===== config.mk =====
export PLATFORM = sky130hd
export DESIGN_NAME = fsk_retimer
export DESIGN_NICKNAME = d
export VERILOG_FILES = /design/src/rtl/fsk_retime_pkg.sv /design/src/rtl/fsk_level_sync.sv /design/src/rtl/fsk_char_rx.sv /design/src/rtl/fsk_shift_out.sv /design/src/rtl/fsk_retimer.sv
export SDC_FILE = /design/constraint.sdc
export NUM_CORES = 1
export LEC_CHECK = 0
export ABC_AREA = 1
export CAP_MARGIN = 0
export CORE_MARGIN = 8
export CORE_UTILIZATION = 59
export DETAILED_ROUTE_END_ITERATION = 8
export PLACE_DENSITY = 0.82
export SLEW_MARGIN = 20
export SYNTH_ARGS = -nofsm -noshare
export SYNTH_HDL_FRONTEND = slang
export SYNTH_SLANG_ARGS = --single-unit

===== constraint.sdc =====
create_clock -name clk_i -period 1.6 [get_ports clk_i]
set_input_delay 0.32 -clock clk_i [delete_from_list [all_inputs] [get_ports clk_i]]
set_output_delay 0.32 -clock clk_i [all_outputs]
set_load 0.02 [all_outputs]

===== src/rtl/fsk_retime_pkg.sv =====
package fsk_retime_pkg;

  typedef enum logic [1:0] {
    RX_IDLE  = 2'd0,
    RX_START = 2'd1,
    RX_DATA  = 2'd2
  } rx_state_e;

endpackage


===== src/rtl/fsk_level_sync.sv =====
// Multi-stage synchroniser with edge detection on the synchronised copy.
module fsk_level_sync #(
  parameter int   STAGES  = 2,
  parameter logic RST_VAL = 1'b1
) (
  input  logic clk_i,
  input  logic rst_ni,
  input  logic async_i,
  output logic level_o,
  output logic rise_o,
  output logic fall_o
);

  logic [STAGES-1:0] stage_q;
  logic              prev_q;

  for (genvar g = 0; g < STAGES; g++) begin : g_stage
    if (g == 0) begin : g_first
      always_ff @(posedge clk_i or negedge rst_ni) begin
        if (!rst_ni) stage_q[0] <= RST_VAL;
        else         stage_q[0] <= async_i;
      end
    end else begin : g_next
      always_ff @(posedge clk_i or negedge rst_ni) begin
        if (!rst_ni) stage_q[g] <= RST_VAL;
        else         stage_q[g] <= stage_q[g-1];
      end
    end
  end

  always_ff @(posedge clk_i or negedge rst_ni) begin
    if (!rst_ni) prev_q <= RST_VAL;
    else         prev_q <= stage_q[STAGES-1];
  end

  assign level_o = stage_q[STAGES-1];
  assign rise_o  = stage_q[STAGES-1] & ~prev_q;
  assign fall_o  = ~stage_q[STAGES-1] & prev_q;

endmodule


===== src/rtl/fsk_char_rx.sv =====
// Finds start bits on the oversampled stream and gathers the data bits, LSB first.
module fsk_char_rx
  import fsk_retime_pkg::*;
#(
  parameter int OVERSAMPLE  = 16,
  parameter int DATA_BITS   = 8,
  parameter int SYNC_STAGES = 2
) (
  input  logic                 clk_i,
  input  logic                 rst_ni,
  input  logic                 tick_i,
  input  logic                 demod_i,
  output logic                 done_o,
  output logic [DATA_BITS-1:0] data_o
);

  localparam int CNT_W = $clog2(OVERSAMPLE);
  localparam int IDX_W = $clog2(DATA_BITS);
  localparam int HALF  = OVERSAMPLE / 2;

  logic [SYNC_STAGES-1:0] dsync_q;
  logic                   bit_s;

  rx_state_e              state_q, state_d;
  logic [CNT_W-1:0]       cnt_q, cnt_d;
  logic [IDX_W-1:0]       idx_q, idx_d;
  logic                   prev_q, prev_d;
  logic [DATA_BITS-1:0]   shreg_q, shreg_d;
  logic                   done_q, done_d;

  always_ff @(posedge clk_i or negedge rst_ni) begin
    if (!rst_ni) begin
      dsync_q <= '1;
    end else begin
      dsync_q[0] <= demod_i;
      for (int i = 1; i < SYNC_STAGES; i++) dsync_q[i] <= dsync_q[i-1];
    end
  end

  assign bit_s = dsync_q[SYNC_STAGES-1];

  always_comb begin
    state_d = state_q;
    cnt_d   = cnt_q;
    idx_d   = idx_q;
    prev_d  = prev_q;
    shreg_d = shreg_q;
    done_d  = 1'b0;
    if (tick_i) begin
      case (state_q)
        RX_IDLE: begin
          prev_d = bit_s;
          if (prev_q && !bit_s) begin
            state_d = RX_START;
            cnt_d   = '0;
          end
        end
        RX_START: begin
          if (cnt_q == CNT_W'(HALF - 1)) begin
            if (!bit_s) begin
              state_d = RX_DATA;
              cnt_d   = '0;
              idx_d   = '0;
            end else begin
              state_d = RX_IDLE;
              prev_d  = bit_s;
            end
          end else begin
            cnt_d = cnt_q + 1'b1;
          end
        end
        RX_DATA: begin
          if (cnt_q == CNT_W'(OVERSAMPLE - 1)) begin
            cnt_d   = '0;
            shreg_d = {bit_s, shreg_q[DATA_BITS-1:1]};
            if (idx_q == IDX_W'(DATA_BITS - 1)) begin
              done_d  = 1'b1;
              state_d = RX_IDLE;
              prev_d  = bit_s;
            end else begin
              idx_d = idx_q + 1'b1;
            end
          end else begin
            cnt_d = cnt_q + 1'b1;
          end
        end
        default: state_d = RX_IDLE;
      endcase
    end
  end

  always_ff @(posedge clk_i or negedge rst_ni) begin
    if (!rst_ni) begin
      state_q <= RX_IDLE;
      cnt_q   <= '0;
      idx_q   <= '0;
      prev_q  <= 1'b0;
      shreg_q <= '0;
      done_q  <= 1'b0;
    end else begin
      state_q <= state_d;
      cnt_q   <= cnt_d;
      idx_q   <= idx_d;
      prev_q  <= prev_d;
      shreg_q <= shreg_d;
      done_q  <= done_d;
    end
  end

  assign done_o = done_q;
  assign data_o = shreg_q;

endmodule


===== src/rtl/fsk_shift_out.sv =====
// Holds a captured character and steps it onto RXD under host strobes.
module fsk_shift_out #(
  parameter int DATA_BITS = 8
) (
  input  logic                 clk_i,
  input  logic                 rst_ni,
  input  logic                 done_i,
  input  logic [DATA_BITS-1:0] data_i,
  input  logic                 strobe_lvl_i,
  input  logic                 strobe_rise_i,
  input  logic                 strobe_fall_i,
  input  logic                 demod_i,
  output logic                 rxd_o,
  output logic                 irq_o,
  output logic                 busy_o
);

  localparam int IDX_W = $clog2(DATA_BITS);

  logic                 busy_q, busy_d;
  logic                 irq_q, irq_d;
  logic [IDX_W-1:0]     cnt_q, cnt_d;
  logic [DATA_BITS-1:0] sreg_q, sreg_d;
  logic                 last_bit, free, load;

  assign last_bit = (cnt_q == IDX_W'(DATA_BITS - 1));
  assign free     = !busy_q || (strobe_fall_i && last_bit);
  assign load     = done_i && !strobe_lvl_i && free;

  always_comb begin
    busy_d = busy_q;
    cnt_d  = cnt_q;
    sreg_d = sreg_q;
    irq_d  = irq_q;
    if (load) begin
      busy_d = 1'b1;
      cnt_d  = '0;
      sreg_d = data_i;
    end else if (busy_q && strobe_fall_i) begin
      if (last_bit) begin
        busy_d = 1'b0;
      end else begin
        cnt_d  = cnt_q + 1'b1;
        sreg_d = sreg_q >> 1;
      end
    end
    if (load)               irq_d = 1'b1;
    else if (strobe_rise_i) irq_d = 1'b0;
  end

  always_ff @(posedge clk_i or negedge rst_ni) begin
    if (!rst_ni) begin
      busy_q <= 1'b0;
      irq_q  <= 1'b0;
      cnt_q  <= '0;
      sreg_q <= '0;
    end else begin
      busy_q <= busy_d;
      irq_q  <= irq_d;
      cnt_q  <= cnt_d;
      sreg_q <= sreg_d;
    end
  end

  assign rxd_o  = busy_q ? sreg_q[0] : demod_i;
  assign irq_o  = irq_q;
  assign busy_o = busy_q;

endmodule


===== src/rtl/fsk_retimer.sv =====
module fsk_retimer #(
  parameter int OVERSAMPLE  = 16,
  parameter int DATA_BITS   = 8,
  parameter int SYNC_STAGES = 2
) (
  input  logic clk_i,
  input  logic rst_ni,
  input  logic sample_tick_i,
  input  logic demod_i,
  input  logic rxclk_i,
  output logic rxd_o,
  output logic irq_no
);

  logic [1:0]           rst_sync_q;
  logic                 rst_int_n;
  logic                 rx_done;
  logic [DATA_BITS-1:0] rx_data;
  logic                 clk_lvl, clk_rise, clk_fall;
  logic                 so_irq, so_busy;

  always_ff @(posedge clk_i or negedge rst_ni) begin
    if (!rst_ni) rst_sync_q <= '0;
    else         rst_sync_q <= {rst_sync_q[0], 1'b1};
  end
  assign rst_int_n = rst_sync_q[1];

  fsk_level_sync #(
    .STAGES (SYNC_STAGES),
    .RST_VAL(1'b1)
  ) u_strobe_sync (
    .clk_i  (clk_i),
    .rst_ni (rst_int_n),
    .async_i(rxclk_i),
    .level_o(clk_lvl),
    .rise_o (clk_rise),
    .fall_o (clk_fall)
  );

  fsk_char_rx #(
    .OVERSAMPLE (OVERSAMPLE),
    .DATA_BITS  (DATA_BITS),
    .SYNC_STAGES(SYNC_STAGES)
  ) u_rx (
    .clk_i  (clk_i),
    .rst_ni (rst_int_n),
    .tick_i (sample_tick_i),
    .demod_i(demod_i),
    .done_o (rx_done),
    .data_o (rx_data)
  );

  fsk_shift_out #(
    .DATA_BITS(DATA_BITS)
  ) u_shift (
    .clk_i        (clk_i),
    .rst_ni       (rst_int_n),
    .done_i       (rx_done),
    .data_i       (rx_data),
    .strobe_lvl_i (clk_lvl),
    .strobe_rise_i(clk_rise),
    .strobe_fall_i(clk_fall),
    .demod_i      (demod_i),
    .rxd_o        (rxd_o),
    .irq_o        (so_irq),
    .busy_o       (so_busy)
  );

  assign irq_no = ~so_irq;

endmodule


==> impl_table.tex <==
\begin{tabular}{lr}
\hline
Metric & Value \\
\hline
\multicolumn{2}{l}{\textbf{Outcome}} \\
\quad Result of the run & complete, no violations \\
\multicolumn{2}{l}{\textbf{Power and ir drop}} \\
\quad Net switching power of the design & 0.0007741 W \\
\quad Sw Ratio & 0.3398 \\
\quad Overall power & 0.002278 W \\
\quad Clock network fraction of total power & 0.209 \\
\quad Portion of total power attributed to sequential cells & 0.501 \\
\quad Internal power summed over all cells & 0.001504 W \\
\quad Pwr Density & 1062 mW/mm\^{}2 \\
\quad LEAKAGE & 0.9893 nW \\
\quad Combinational Power Share & 0.290 \\
\quad Worst VDD drop & 769.4 uV \\
\multicolumn{2}{l}{\textbf{Job}} \\
\quad Max-cap violation count & 0 \\
\multicolumn{2}{l}{\textbf{Floorplanning}} \\
\quad Overall die width & 72.16 microns \\
\quad Starting density of the core & 0.6145 \\
\quad Std-Cell Rows & 20 \\
\quad Overall die height & 72.16 microns \\
\quad Floorplan Core Area & 0.003028 sq mm \\
\quad Die ar. & 0.005206 sq mm \\
\quad Top Ports & 7 \\
\multicolumn{2}{l}{\textbf{Routing}} \\
\quad 1st-iter DRT viols & 113 \\
\quad Total length of routed wires & 3313 microns \\
\quad Via density per instance & 5.077 \\
\quad Post-route ant nets & 0 \\
\quad Total DRC errors in the routed layout & 0 \\
\quad Routed length per placed instance & 12.09 microns \\
\quad Drt pass-1 iters & 4 \\
\quad DR vias & 1391 \\
\multicolumn{2}{l}{\textbf{Cells and area}} \\
\quad Share of cells above drive strength 1 & 0.1609 \\
\quad Area growth from synthesis to layout & 15.27\% \\
\quad Filler instances & 220 \\
\quad Non-filler instance count after layout & 274 \\
\quad Number of nets in the final layout & 243 \\
\quad Post-route cell area & 0.002145 sq mm \\
\quad Antenna cells & 0 \\
\multicolumn{2}{l}{\textbf{STA}} \\
\quad Final Critical Period & 1.508 ns \\
\quad Max-slew violations & 0 \\
\quad Clock tree skew after final layout & 0.01302 ns \\
\quad Achievable clock frequency & 0.6632 GHz \\
\quad Number of endpoints with negative hold slack in the final report & 0 \\
\quad WHS & 0.1193 ns \\
\quad Setup-failing EPs final & 0 \\
\quad Unrepaired setup endpoints after global routing & false \\
\quad Final period utilization & 0.9424 \\
\multicolumn{2}{l}{\textbf{Setup path}} \\
\quad Arrival time of the worst setup path & 1.73 ns \\
\quad Flop2flop setup slack & 0.09 ns \\
\quad Sort of element at the start of the critical path & flip-flop \\
\quad Kind of capture point of the worst setup path & flip-flop \\
\quad Data required time of the worst path & 1.83 ns \\
\quad Start-to-end type of the worst setup path & reg2reg \\
\quad Critical path fanouts, max & 11 \\
\multicolumn{2}{l}{\textbf{Placed design}} \\
\quad Number of cells after detailed placement & 264 \\
\quad Half-perimeter wire length after placement & 2348 microns \\
\quad DP Area & 0.002037 sq mm \\
\quad \# port buffers & 6 \\
\quad Final weighted congestion in routability-driven placement & 0.8437 \\
\multicolumn{2}{l}{\textbf{Clock tree}} \\
\quad Clk Latency, worst-skew pair & 0.34 ns \\
\quad Worst-case clock buffer depth & 2 \\
\quad Number of CTS-inserted buffers & 5 \\
\quad Clock transition time at the flip-flop clock pins of the worst setup and hold paths & 0.11 ns \\
\quad Total clock sinks & 39 \\
\quad Clock root buffer master & sky130\_fd\_sc\_hd\_\_clkbuf\_4 \\
\quad Maximum level of the CTS H-tree & 2 \\
\quad Hold Buf Count CTS & 0 \\
\quad TritonCTS clock tree & built \\
\multicolumn{2}{l}{\textbf{Logic synthesis}} \\
\quad Syn Area/Cell & 8.945 sq um \\
\quad Flops \& latches, synth & 39 \\
\quad Share of Yosys cell area claimed by the top area cell type & 0.4573 \\
\quad Sequential cell area fraction in the yosys report & 0.5279 \\
\quad Number of distinct library cells after synthesis & 26 \\
\quad Largest area contributor in the synthesized netlist & sky130\_fd\_sc\_hd\_\_dfrtp\_1 \\
\quad Number of instances in the synthesized netlist & 208 \\
\quad Cell area after technology mapping & 0.001861 sq mm \\
\quad Synthesized Nets & 222 \\
\quad Largest cells by area after synthesis & sky130\_fd\_sc\_hd\_\_dfrtp\_1, sky130\_fd\_sc\_hd\_\_nand2\_1, sky130\_fd\_sc\_hd\_\_dfstp\_2 \\
\quad Total of warnings raised by yosys & 0 \\
\multicolumn{2}{l}{\textbf{Global route}} \\
\quad Antenna violations before repair & 0 \\
\quad Most Crowded Layer GR & met2 \\
\quad Largest net degree at the start of global routing & 32 \\
\quad Met1 layer usage reported by global route & 0.1648 \\
\quad Vias in the first global route & 1354 \\
\quad Global-route met3 utilization & 0.05785 \\
\quad First-pass GRT wire length & 5713 microns \\
\quad Overall global routing resource usage & 0.1387 \\
\quad Met2 routing resource usage after global routing & 0.2227 \\
\quad Remaining global-route overflow & 0 \\
\multicolumn{2}{l}{\textbf{Hold path}} \\
\quad Kind of path behind the tightest hold check & in2async \\
\hline
\end{tabular}
## flip-flops by register name, summed over array words and instances (netlist names)
register / count
u_rx.idx_q: 3
u_rx.data_o: 8
u_strobe_sync.prev_q: 1
u_shift.busy_o: 1
u_rx.dsync_q: 2
u_rx.done_o: 1
u_shift.cnt_q: 3
u_shift.sreg_q: 8
u_rx.prev_q: 1
u_strobe_sync.stage_q: 1
u_strobe_sync.level_o: 1
rst_sync_q: 2
u_rx.cnt_q: 4
u_shift.irq_o: 1
u_rx.state_q: 2
## metal layers
metal | vias up | routed length (microns)
met2 | 21 | 1586
met1 | 638 | 1531
li1 | 727 | -
met3 | 5 | 161
met5 | - | 0
met4 | 0 | 34
## area by class of cell
class | count | area, sq um | share of cell area
Sequential cell | 39 | 983.4 | 0.4586
Multi-Input combinational cell | 140 | 793.3 | 0.3699
Timing Repair Buffer | 18 | 168.9 | 0.07876
Inverter | 25 | 93.84 | 0.04376
Tap cell | 44 | 55.05 | 0.02567
Clock buffer | 7 | 45.04 | 0.02100
Clock inverter | 1 | 5.005 | 0.002334
## kinds of logic (layout without fill, tap and decap cells)
group | Yosys count | after routing | share of synthesized area
simple gates | 99 | 99 | 0.2482
compound gates | 31 | 31 | 0.09684
flops | 39 | 39 | 0.5279
buf+inv | 29 | 51 | 0.06456
fa+ha+maj | 9 | 9 | 0.06053
other cells | 1 | 1 | 0.002016
## worst paths after layout
| check | depth (start not counted) | endpoint | start |
|---|---|---|---|
| max | 7 | u_shift.sreg_q[5] | u_shift.cnt_q[0] |
| min | 1 | rst_sync_q[0] | rst_ni |
| max reg2reg | 7 | u_shift.sreg_q[5] | u_shift.cnt_q[0] |
| min reg2reg | 0 | u_rx.idx_q[1] | rst_sync_q[1] |
| max in group asynchronous | 1 | u_strobe_sync.prev_q | rst_sync_q[1] |
| min in group clk_i | 0 | u_strobe_sync.level_o | u_strobe_sync.stage_q[0] |
## cells in the final DEF, fill, tap and decap left out, types with 5 or more instances in the layout
master                     count
sky130_fd_sc_hd__buf_4        10
sky130_fd_sc_hd__nand3_1      19
sky130_fd_sc_hd__nand4_1       5
sky130_fd_sc_hd__dfstp_2       5
sky130_fd_sc_hd__nor2_1        7
sky130_fd_sc_hd__clkbuf_4      5
sky130_fd_sc_hd__dfrtp_1      33
sky130_fd_sc_hd__ha_1          5
sky130_fd_sc_hd__inv_1        24
sky130_fd_sc_hd__o211ai_1      7
sky130_fd_sc_hd__o21ai_0      14
sky130_fd_sc_hd__nand2_1      59
## Yosys cell counts, drive strengths merged
| library cell | n |
|---|---|
| dfstp | 5 |
| o21ai | 19 |
| nor2 | 9 |
| a21oi | 4 |
| nand3 | 22 |
| nor3 | 1 |
| conb | 1 |
| o211ai | 7 |
| clkinv | 1 |
| inv | 24 |
| or2 | 1 |
| ha | 9 |
| nand2 | 60 |
| o221ai | 1 |
| buf | 4 |
| dfrtp | 34 |
| nand3b | 1 |
| nand4 | 5 |
## power by group through the flow
stage | combinational, W | clock [W] | sequential, W
2_1_floorplan | 0.000431 | 0 | 0.00114
3_3_place_gp | 0.000572 | 0 | 0.00115
3_5_place_dp | 0.000592 | 0 | 0.00115
4_1_cts | 0.000592 | 0.000488 | 0.00113
5_1_grt | 0.000756 | 0.000533 | 0.00115
6_report | 0.000661 | 0.000476 | 0.00114
## per-stage QoR
step | setup slack (ns) | setup TNS [ns] | utilization
floorplan | 0.2020 | 0 | -
global placement | -0.2095 | -0.2095 | 0.6727
detailed placement | -0.2180 | -0.2703 | 0.6727
CTS | 0.002805 | 0 | 0.6884
global route | 0.003860 | 0 | 0.7083
finish | 0.09211 | 0 | 0.7083
## worst max-delay path, stage by stage, from the launching register on
cell and delay, ns:
sky130_fd_sc_hd__dfrtp_1 0.42, sky130_fd_sc_hd__ha_1 0.20, sky130_fd_sc_hd__ha_1 0.19, sky130_fd_sc_hd__nor2_1 0.16, sky130_fd_sc_hd__o21ai_0 0.09, sky130_fd_sc_hd__buf_4 0.18, sky130_fd_sc_hd__nand2_1 0.07, sky130_fd_sc_hd__o211ai_1 0.08
## what timing repair did
| action | 4_1_cts | 5_1_grt |
|---|---|---|
| endpoints found under the hold margin | 0 | 0 |
| gates resized for setup | 2 | 11 |
| buffers inserted | 0 | 2 |
| endpoints found under the setup margin | 3 | 14 |
| pin swaps | 1 | 3 |
Note: power is estimated with default switching activity, not from simulation.
